--- config.mk ---
export PLATFORM = sky130hd
export DESIGN_NAME = xrom_strap_ctrl
export DESIGN_NICKNAME = d
export VERILOG_FILES = /design/src/rtl/xrom_pkg.sv /design/src/rtl/xrom_control.sv /design/src/rtl/xrom_datapath.sv /design/src/rtl/xrom_strap_ctrl.sv
export SDC_FILE = /design/constraint.sdc
export NUM_CORES = 1
export LEC_CHECK = 0
export CORE_ASPECT_RATIO = 1.5
export CORE_MARGIN = 2
export CORE_UTILIZATION = 30
export CTS_BUF_LIST = sky130_fd_sc_hd__clkbuf_4 sky130_fd_sc_hd__clkbuf_8
export CTS_CLUSTER_SIZE = 14
export DETAILED_ROUTE_END_ITERATION = 10
export GPL_ROUTABILITY_DRIVEN = 0
export HOLD_SLACK_MARGIN = 0.02
export MAX_ROUTING_LAYER = met4
export PLACE_DENSITY = 0.65
export SYNTH_ARGS = -nofsm -noshare
export SYNTH_HDL_FRONTEND = slang
export SYNTH_HIERARCHICAL = 1
export SYNTH_SLANG_ARGS = --single-unit
export TNS_END_PERCENT = 30
--- constraint.sdc ---
create_clock -name clk -period 3.9 [get_ports clk]
set_clock_uncertainty 0.2 [all_clocks]
set_input_delay 0.78 -clock clk [delete_from_list [all_inputs] [get_ports clk]]
set_output_delay 0.78 -clock clk [all_outputs]
set_load 0.005 [all_outputs]
--- src/rtl/xrom_pkg.sv ---
package xrom_pkg;

  typedef struct packed {
    logic capStrap;
    logic loadReq;
    logic latchData;
  } ctlStrobe_t;

  typedef enum logic [2:0] {
    ST_CAP  = 3'd0,
    ST_IDLE = 3'd1,
    ST_ADDR = 3'd2,
    ST_ACC  = 3'd3,
    ST_WAIT = 3'd4,
    ST_DATA = 3'd5
  } romState_t;

  // size code {~p3,~p2,~p1} -> log2 of window bytes (0 = no ROM)
  function automatic logic [4:0] sizeLog2(input logic [2:0] code);
    logic [4:0] r;
    case (code)
      3'b001:  r = 5'd14;
      3'b010:  r = 5'd16;
      3'b011:  r = 5'd17;
      3'b100:  r = 5'd18;
      3'b101:  r = 5'd19;
      3'b110:  r = 5'd15;
      3'b111:  r = 5'd20;
      default: r = 5'd0;
    endcase
    return r;
  endfunction

endpackage

--- src/rtl/xrom_control.sv ---
module xrom_control
  import xrom_pkg::*;
#(
  parameter int SLOW_EXTRA = 2
) (
  input  logic       clk,
  input  logic       rstN,
  input  logic       reqValid,
  input  logic       reqHit,
  input  logic       slowMode,
  output ctlStrobe_t stb,
  output logic       busy,
  output logic       romCeN,
  output logic       romOeN
);

  localparam int CNT_W = (SLOW_EXTRA > 1) ? $clog2(SLOW_EXTRA) : 1;

  romState_t state, nxtState;
  logic [CNT_W-1:0] waitCnt;

  always_comb begin
    nxtState = state;
    stb      = '0;
    case (state)
      ST_CAP: begin
        stb.capStrap = 1'b1;
        nxtState     = ST_IDLE;
      end
      ST_IDLE: begin
        if (reqValid && reqHit) begin
          stb.loadReq = 1'b1;
          nxtState    = ST_ADDR;
        end
      end
      ST_ADDR: nxtState = ST_ACC;
      ST_ACC:  nxtState = (slowMode && (SLOW_EXTRA > 0)) ? ST_WAIT : ST_DATA;
      ST_WAIT: if (waitCnt == '0) nxtState = ST_DATA;
      ST_DATA: begin
        stb.latchData = 1'b1;
        nxtState      = ST_IDLE;
      end
      default: nxtState = ST_IDLE;
    endcase
  end

  always_ff @(posedge clk or negedge rstN) begin
    if (!rstN) state <= ST_CAP;
    else       state <= nxtState;
  end

  generate
    if (SLOW_EXTRA > 0) begin : g_waitCnt
      always_ff @(posedge clk or negedge rstN) begin
        if (!rstN)                               waitCnt <= '0;
        else if (state == ST_ACC)                waitCnt <= CNT_W'(SLOW_EXTRA - 1);
        else if (state == ST_WAIT && waitCnt != '0) waitCnt <= waitCnt - 1'b1;
      end
    end else begin : g_noWait
      assign waitCnt = '0;
    end
  endgenerate

  assign busy   = (state != ST_IDLE) && (state != ST_CAP);
  assign romCeN = !busy;
  assign romOeN = !((state == ST_ACC) || (state == ST_WAIT) || (state == ST_DATA));

  // checker: cycles since acceptance
  logic [3:0] cycCnt;
  always_ff @(posedge clk or negedge rstN) begin
    if (!rstN)            cycCnt <= '0;
    else if (stb.loadReq) cycCnt <= '0;
    else if (busy)        cycCnt <= cycCnt + 1'b1;
  end

  // R6 fast length, R7 slow length
  a_r6_access_len: assert property (@(posedge clk) disable iff (!rstN)
    (state == ST_DATA) |-> (cycCnt == (slowMode ? 4'(2 + SLOW_EXTRA) : 4'd2)));

  a_r8_miss_ignored: assert property (@(posedge clk) disable iff (!rstN)
    (state == ST_IDLE && reqValid && !reqHit) |=> (state == ST_IDLE));

  a_r10_oe_within_ce: assert property (@(posedge clk) disable iff (!rstN)
    !romOeN |-> !romCeN);

endmodule

--- src/rtl/xrom_datapath.sv ---
module xrom_datapath
  import xrom_pkg::*;
#(
  parameter int STRAP_W    = 8,
  parameter int BAR_W      = 32,
  parameter int ROM_ADDR_W = 20
) (
  input  logic                  clk,
  input  logic                  rstN,
  input  ctlStrobe_t            stb,
  input  logic [STRAP_W-1:0]    madIn,
  input  logic                  cfgWe,
  input  logic                  cfgSel,
  input  logic [BAR_W-1:0]      cfgWdata,
  output logic [BAR_W-1:0]      cfgRdata,
  input  logic [BAR_W-1:0]      reqAddr,
  output logic                  reqHit,
  output logic                  slowMode,
  output logic [ROM_ADDR_W-1:0] romAddr,
  output logic [STRAP_W-1:0]    rdData,
  output logic                  done,
  output logic [STRAP_W-1:0]    pullUpEn,
  output logic                  vppEn
);

  logic [STRAP_W-1:0] strapReg;
  logic               capDone;
  logic [2:0]         sizeCode;
  logic [4:0]         winLog2;
  logic               romPresent;
  logic [BAR_W-1:0]   sizeMask;
  logic [BAR_W-1:0]   writable;
  logic [BAR_W-1:0]   barReg;
  logic               vppReg;

  always_ff @(posedge clk or negedge rstN) begin
    if (!rstN) begin
      strapReg <= '1;
      capDone  <= 1'b0;
    end else if (stb.capStrap) begin
      strapReg <= madIn;
      capDone  <= 1'b1;
    end
  end

  assign sizeCode   = ~strapReg[3:1];
  assign winLog2    = sizeLog2(sizeCode);
  assign romPresent = capDone && (sizeCode != 3'b000);
  assign sizeMask   = romPresent ? ({BAR_W{1'b1}} << winLog2) : '0;
  assign writable   = romPresent ? (sizeMask | BAR_W'(1)) : '0;
  assign slowMode   = capDone && !strapReg[0];
  assign pullUpEn   = capDone ? strapReg : '1;

  always_ff @(posedge clk or negedge rstN) begin
    if (!rstN) begin
      barReg <= '0;
      vppReg <= 1'b0;
    end else if (cfgWe) begin
      if (cfgSel) vppReg <= cfgWdata[0];
      else        barReg <= cfgWdata & writable;
    end
  end

  assign cfgRdata = cfgSel ? BAR_W'(vppReg) : barReg;
  assign vppEn    = vppReg;
  assign reqHit   = romPresent && barReg[0] && (((reqAddr ^ barReg) & sizeMask) == '0);

  always_ff @(posedge clk or negedge rstN) begin
    if (!rstN) begin
      romAddr <= '0;
      rdData  <= '0;
      done    <= 1'b0;
    end else begin
      done <= stb.latchData;
      if (stb.loadReq)   romAddr <= reqAddr[ROM_ADDR_W-1:0] & ~sizeMask[ROM_ADDR_W-1:0];
      if (stb.latchData) rdData  <= madIn;
    end
  end

  a_r1_straps_held: assert property (@(posedge clk) disable iff (!rstN)
    capDone |=> $stable(pullUpEn));

  a_r3_no_rom_bar: assert property (@(posedge clk) disable iff (!rstN)
    (capDone && !romPresent) |-> (barReg == '0));

  a_r4_low_bits_zero: assert property (@(posedge clk) disable iff (!rstN)
    capDone |-> ((barReg & ~writable) == '0));

  a_r9_vpp_load: assert property (@(posedge clk) disable iff (!rstN)
    (cfgWe && cfgSel) |=> (vppEn == $past(cfgWdata[0])));

endmodule

--- src/rtl/xrom_strap_ctrl.sv ---
module xrom_strap_ctrl
  import xrom_pkg::*;
#(
  parameter int STRAP_W    = 8,
  parameter int BAR_W      = 32,
  parameter int ROM_ADDR_W = 20,
  parameter int SLOW_EXTRA = 2
) (
  input  logic                  clk,
  input  logic                  rstN,
  input  logic [STRAP_W-1:0]    madIn,
  input  logic                  cfgWe,
  input  logic                  cfgSel,
  input  logic [BAR_W-1:0]      cfgWdata,
  output logic [BAR_W-1:0]      cfgRdata,
  input  logic                  reqValid,
  input  logic [BAR_W-1:0]      reqAddr,
  output logic                  busy,
  output logic                  done,
  output logic [STRAP_W-1:0]    rdData,
  output logic [ROM_ADDR_W-1:0] romAddr,
  output logic                  romCeN,
  output logic                  romOeN,
  output logic [STRAP_W-1:0]    pullUpEn,
  output logic                  vppEn
);

  ctlStrobe_t stb;
  logic       reqHit;
  logic       slowMode;

  xrom_control #(.SLOW_EXTRA(SLOW_EXTRA)) uCtl (
    .clk(clk), .rstN(rstN), .reqValid(reqValid), .reqHit(reqHit),
    .slowMode(slowMode), .stb(stb), .busy(busy),
    .romCeN(romCeN), .romOeN(romOeN)
  );

  xrom_datapath #(.STRAP_W(STRAP_W), .BAR_W(BAR_W), .ROM_ADDR_W(ROM_ADDR_W)) uDp (
    .clk(clk), .rstN(rstN), .stb(stb), .madIn(madIn),
    .cfgWe(cfgWe), .cfgSel(cfgSel), .cfgWdata(cfgWdata), .cfgRdata(cfgRdata),
    .reqAddr(reqAddr), .reqHit(reqHit), .slowMode(slowMode),
    .romAddr(romAddr), .rdData(rdData), .done(done),
    .pullUpEn(pullUpEn), .vppEn(vppEn)
  );

endmodule

==> summary.txt, run 1 <==
layout overhead on the synthesized area - 51.6%
remaining antenna violation count after routing - 0
commonest cells after routing, fill and taps aside - clkdlybuf4s50_1 (135), dfrtp_1 (67), nor2b_1 (35)
CTS Buffer Depth - 2
CP startpoint kind - input pin
post-CTS setup buffer count - 0
power share of the clock group - 41.7%
Clock Sinks - 75
CP max stage delay - 0.53 ns
worst-margin pin slew - 1.01 ns
drt drc - 0
pwr dens - 306 nW/um2
initial antenna violation count - 0
Fmax - 309 MHz
Leak - 0.00219 uW
die area - 12,200 um2
drt pass-1 iters - 4
most common cell after layout, fill and taps aside - clkdlybuf4s50_1
Core Box Area - 11,000 um2
Post-Syn Area - 3380 um2
status - complete, no violations
max-cap violations - 0
largest net degree at the start of global routing - 76
critical path type - in -> out
GRT Overall Usage - 15.2%
Synthesis Warnings - 6
total CTS buffers - 9
final slew viol count - 0
DR vias/cell - 4.53
CP required - 2.92 ns
CP Max Fanout - 15
FFs w/ async S/R, synth - 100%
Worst Hold Class - reg -> reg
CTS Hold Bufs - 0
Gate power share - 8.2%
R2R Setup Slk - 1.07 ns
row cnt - 47
Sw Share - 21.2%
worst skew pair latency - 0.34 ns
Fin. Hold Viols - 0
die height - 134 um
Syn Area/Cell - 11.7 um2
layout filler cell count - 1,059
Tcrit/Tclk final - 82.9%
overall die width - 90.7 um
global route overflow - 0
CP cell instances - clkdlybuf4s50_1, buf_4, nor2b_1, clkdlybuf4s50_1
I/O pin count - 150
first-pass GRT wire length - 14,200 um
CP Data Arrival Time - 2.25 ns
# resized after CTS - 0
# diodes - 0
routed wire length per instance - 15.2 um
Clock Pin Slew Worst Setup and Hold Paths - 0.08 ns
Post-synth EDFFs - 0
Seq cells post-synth - 75
post-synthesis net count - 366
Final setup viols - 0
TritonCTS clock tree - done
Final Critical Period - 3.23 ns
Via Count - 2,620
drt total wl - 8770 um
cell mode on critical path - clkdlybuf4s50_1
initial drt markers - 126
post-synthesis cell type count - 43
switching power - 332 uW
register area share after synthesis - 55.8%
Setup crit end kind - output pin
clk root buf - clkbuf_8
layout net count - 503
RSZ-0062 raised after global routing - no
ys flop type - dfrtp_1
Initial Util - 30.8%
Slew HR - 32.1%
number of global-route vias before repair - 2,901
fraction of layout cells with a size suffix above 1 - 16.9%
Worst VDD drop - 0.187 mV
# port buffers - 136
hpwl dp - 6340 um
placed cell areas - 4910 um2
Reg power frac - 50.1%
finished layout cell area - 5130 um2
Power Internal - 1240 uW
H-tree Lvls - 3
Total Neg Setup Slack - 0 ns
Post-Synthesis Cells - 289
Crit-path slowest cell - clkdlybuf4s50_1
-- path summary, 6_finish.rpt --
path	end	from	cells past startpoint
worst max-delay path	cfgRdata[14]	cfgSel	4
worst min-delay path	uDp/barReg[13]$_DFFE_PN0P_	uDp/barReg[13]$_DFFE_PN0P_	1
worst max register to register	uDp/romAddr[0]$_DFFE_PN0P_	uDp/capDone$_DFFE_PN0P_	8
worst min register to register	uDp/barReg[13]$_DFFE_PN0P_	uDp/barReg[13]$_DFFE_PN0P_	1
max in group asynchronous	uDp/barReg[28]$_DFFE_PN0P_	rstN	1
min in group asynchronous	uDp/romAddr[10]$_DFFE_PN0P_	rstN	1
-- routing by layer --
layer / global-route usage [%] / share of wire (%) / vias up
met4: 4.62 / 1.2 / 0
met1: 17.6 / 41 / 1276
met5: - / 0 / -
met2: 25.8 / 52 / 87
met3: 4.27 / 5.7 / 8
li1: - / - / 1249
-- worst max-delay path: cells and delay by family --
kind,cells,cell delay (ns)
buf+inv,3,1.31
simple gates,1,0.17
-- per-stage QoR --
stage / total power (uW) / setup slack (ns) / std cells / utilization (%) / hold WS (ns)
2_1_floorplan: 827 / 0.783 / 289 / - / 0.245
5_1_grt: 1650 / 0.477 / 578 / 46.6 / 0.300
4_1_cts: 1610 / 0.635 / 578 / 46.6 / 0.287
3_3_place_gp: 931 / 0.355 / 562 / 44.7 / 0.262
3_5_place_dp: 934 / 0.297 / 562 / 44.7 / 0.263
6_report: 1570 / 0.665 / 578 / 46.6 / 0.283
-- power groups by stage --
stage | Sequential, uW | Clock (uW) | Combinational [uW]
after global routing | 787 | 720 | 140
after global placement | 801 | 0 | 130
after CTS | 787 | 686 | 133
final | 787 | 654 | 129
after detailed placement | 802 | 0 | 132
after floorplan | 802 | 0 | 24.9
-- cell usage after synthesis, drive strengths merged, types with 2 or more instances --
| master | instances | area (um2) |
|---|---|---|
| dfrtp | 67 | 1680 |
| nor2b | 35 | 219 |
| mux2 | 31 | 349 |
| nand2 | 20 | 75.1 |
| and2 | 14 | 87.6 |
| a22o | 13 | 114 |
| nand2b | 10 | 62.6 |
| xnor2 | 10 | 87.6 |
| clkbuf | 9 | 33.8 |
| nor2 | 9 | 33.8 |
| dfstp | 8 | 210 |
| inv | 8 | 30.0 |
| o21ai | 8 | 43.8 |
| xor2 | 8 | 70.1 |
| buf | 6 | 33.8 |
| o22ai | 5 | 31.3 |
| a21oi | 4 | 23.8 |
| nand3 | 4 | 20.0 |
| a31o | 2 | 17.5 |
| and3 | 2 | 17.5 |
| nor3 | 2 | 15.0 |
-- state kept, by name (all words and copies together), names as in the netlist --
| signal | flops |
|---|---|
| uDp/barReg | 32 |
| uDp/vppEn | 1 |
| uDp/rdData | 8 |
| uCtl/waitCnt | 1 |
| uDp/romAddr | 20 |
| uDp/capDone | 1 |
| uDp/strapReg | 8 |
| uCtl/state | 3 |
| uDp/done | 1 |
-- kinds of logic (layout without fill, tap and decap cells) --
kind of cell	after synthesis	count (layout)	share of synthesized area (%)
AOI/OAI and AO/OA	38	38	8.73
DFF	75	75	55.8
muxes	31	31	10.3
and+or+nand+nor	104	104	17.6
buffers and inverters	23	165	2.88
xor gates and xnor gates	18	18	4.66
-- layout make-up --
cell class	instances	area [um2]	share of cell area, %
Tap cell	147	184	3.59
Sequential cell	75	1890	36.8
Timing Repair Buffer	141	1410	27.5
Clock inverter	5	78.8	1.54
Clock buffer	11	139	2.71
Multi-Input combinational cell	191	1400	27.3
Inverter	8	30.0	0.586
Note: power is estimated with default switching activity, not from simulation.
==> run 2: changes to the inputs <==
clock period = 3.3 ns   (was 3.9 ns; I/O delays follow)
==> summary.txt, run 2 (synthesis results as in run 1) <==
pwr dens - 376 nW/um2 (was 306 nW/um2)
initial antenna violation count - 0 (unchanged)
drt drc - 0 (unchanged)
TritonCTS clock tree - done (unchanged)
layout filler cell count - 1,051 (was 1,059)
CP required - 3.33 ns (was 2.92 ns)
fraction of layout cells with a size suffix above 1 - 17.9% (was 16.9%)
total CTS buffers - 9 (unchanged)
Tcrit/Tclk final - 92.0%
die height - 134 um (unchanged)
setup ws final - 0.263 ns (was 0.665 ns)
drt total wl - 8850 um (was 8770 um)
Total Neg Setup Slack - 0 ns (unchanged)
first-pass GRT wire length - 14,400 um (was 14,200 um)
DR vias/cell - 4.53 (about the same)
worst-margin pin slew - 1.01 ns (about the same)
CTS Hold Bufs - 0 (unchanged)
CP startpoint kind - input pin (unchanged)
Setup crit end kind - register (was output pin)
worst skew pair latency - 0.34 ns (about the same)
remaining antenna violation count after routing - 0 (unchanged)
number of global-route vias before repair - 2,838 (was 2,901)
DP Worst Slack - -0.132 ns (was 0.297 ns)
area occupied by multi-input gates - 1400 um2 (unchanged)
# diodes - 0 (unchanged)
global route overflow - 0 (unchanged)
Worst VDD drop - 0.275 mV (was 0.187 mV)
Fin. Hold Viols - 0 (unchanged)
Leak - 0.00223 uW (was 0.00219 uW)
Slew HR - 32.5% (was 32.1%)
post-CTS setup buffer count - 0 (unchanged)
Fmax - 329 MHz
max-cap violations - 0 (unchanged)
final slew viol count - 0 (unchanged)
# port buffers - 136 (unchanged)
layout overhead on the synthesized area - 53.5% (was 51.6%)
status - complete, no violations (unchanged)
routed wire length per instance - 15.2 um (about the same)
Core Box Area - 11,000 um2 (unchanged)
I/O pin count - 150 (unchanged)
Via Count - 2,642 (was 2,620)
overall die width - 90.7 um (unchanged)
Worst Hold Class - in -> async (was reg -> reg)
Final setup viols - 0 (unchanged)
most common cell after layout, fill and taps aside - clkdlybuf4s50_1 (unchanged)
Initial Util - 30.8% (unchanged)
most flop-heavy register - uDp/barReg (unchanged)
Clock Sinks - 75 (unchanged)
RSZ-0062 raised after global routing - no (unchanged)
CTS Buffer Depth - 2 (unchanged)
H-tree Lvls - 3 (unchanged)
CP Max Fanout - 19 (was 15)
layout net count - 508 (was 503)
Util after Layout - 47.2% (was 46.6%)
Final Critical Period - 3.04 ns
initial drt markers - 108 (was 126)
hpwl dp - 6370 um (was 6340 um)
# resized after CTS - 0 (unchanged)
GRT Overall Usage - 15.5% (was 15.2%)
CP Data Arrival Time - 3.07 ns (was 2.25 ns)
row cnt - 47 (unchanged)
critical path type - in -> reg (was in -> out)
area occupied by registers - 1890 um2 (unchanged)
clk root buf - clkbuf_8 (unchanged)
die area - 12,200 um2 (unchanged)
Top Registers - uDp/barReg (32), uDp/romAddr (20) (unchanged)
Clock Pin Slew Worst Setup and Hold Paths - 0.08 ns (about the same)
commonest cells after routing, fill and taps aside - clkdlybuf4s50_1 (135), dfrtp_1 (67), nor2b_1 (35) (unchanged)
largest net degree at the start of global routing - 76 (unchanged)
drt pass-1 iters - 4 (unchanged)
number of flip-flops in the largest register - 32 (unchanged)
run 2: path summary, 6_finish.rpt:
check                                            from                          end  slack [ns]  cells past startpoint
max in group asynchronous                        rstN      uDp/capDone$_DFFE_PN0P_        2.01                      1
min in group clk            uDp/barReg[9]$_DFFE_PN0P_    uDp/barReg[9]$_DFFE_PN0P_        0.28                      1
setup / recovery                          reqAddr[31]   uDp/romAddr[6]$_DFFE_PN0P_        0.26                     10
setup reg to reg           uDp/barReg[31]$_DFFE_PN0P_   uDp/romAddr[6]$_DFFE_PN0P_        0.59                      9
hold / removal                                   rstN  uDp/romAddr[10]$_DFFE_PN0P_        0.27                      1
hold reg to reg             uDp/barReg[9]$_DFFE_PN0P_    uDp/barReg[9]$_DFFE_PN0P_        0.28                      1
run 2: worst max-delay path: stages:
cell	delay, ns
clkdlybuf4s50_1	0.42
xor2_1	0.15
nor4_1	0.33
buf_4	0.17
o2111ai_1	0.15
a2111oi_2	0.26
nand4b_1	0.19
nor2_2	0.19
buf_12	0.19
mux2_2	0.35
run 2: area by class of cell:
class | instances | share of cell area [%]
timing repair buffer | 146 | 27.8
multi-input combinational | 191 | 27.0
inverter | 8 | 0.578
tap | 147 | 3.54
clock buffer | 11 | 2.79
clock inverter | 5 | 1.93
sequential | 75 | 36.3
run 2: metal layers:
layer / routed length (um) / share of wire, % / vias up / track usage, %
li1: - / - / 1266 / -
met1: 3720 / 42 / 1259 / 18.1
met2: 4360 / 49 / 99 / 25.0
met3: 570 / 6.4 / 18 / 4.94
met4: 198 / 2.2 / 0 / 5.98
met5: 0 / 0 / - / -
run 2: stage by stage:
step	cells	total power [uW]	hold slack, ns	cell area, um2
2_1_floorplan	289	977	0.164	3380
3_3_place_gp	567	1100	0.262	4950
3_5_place_dp	567	1100	0.263	4950
4_1_cts	583	1990	0.283	5190
5_1_grt	583	2040	0.297	5190
6_report	583	1950	0.270	5190
run 2: where the power goes:
part | internal, uW | switching [uW] | leakage (uW) | total (uW)
sequential | 926 | 3.88 | 0.000967 | 929
combinational | 94.4 | 57.8 | 0.00114 | 152
clock | 529 | 341 | 0.000127 | 871
total | 1550 | 403 | 0.00223 | 1950
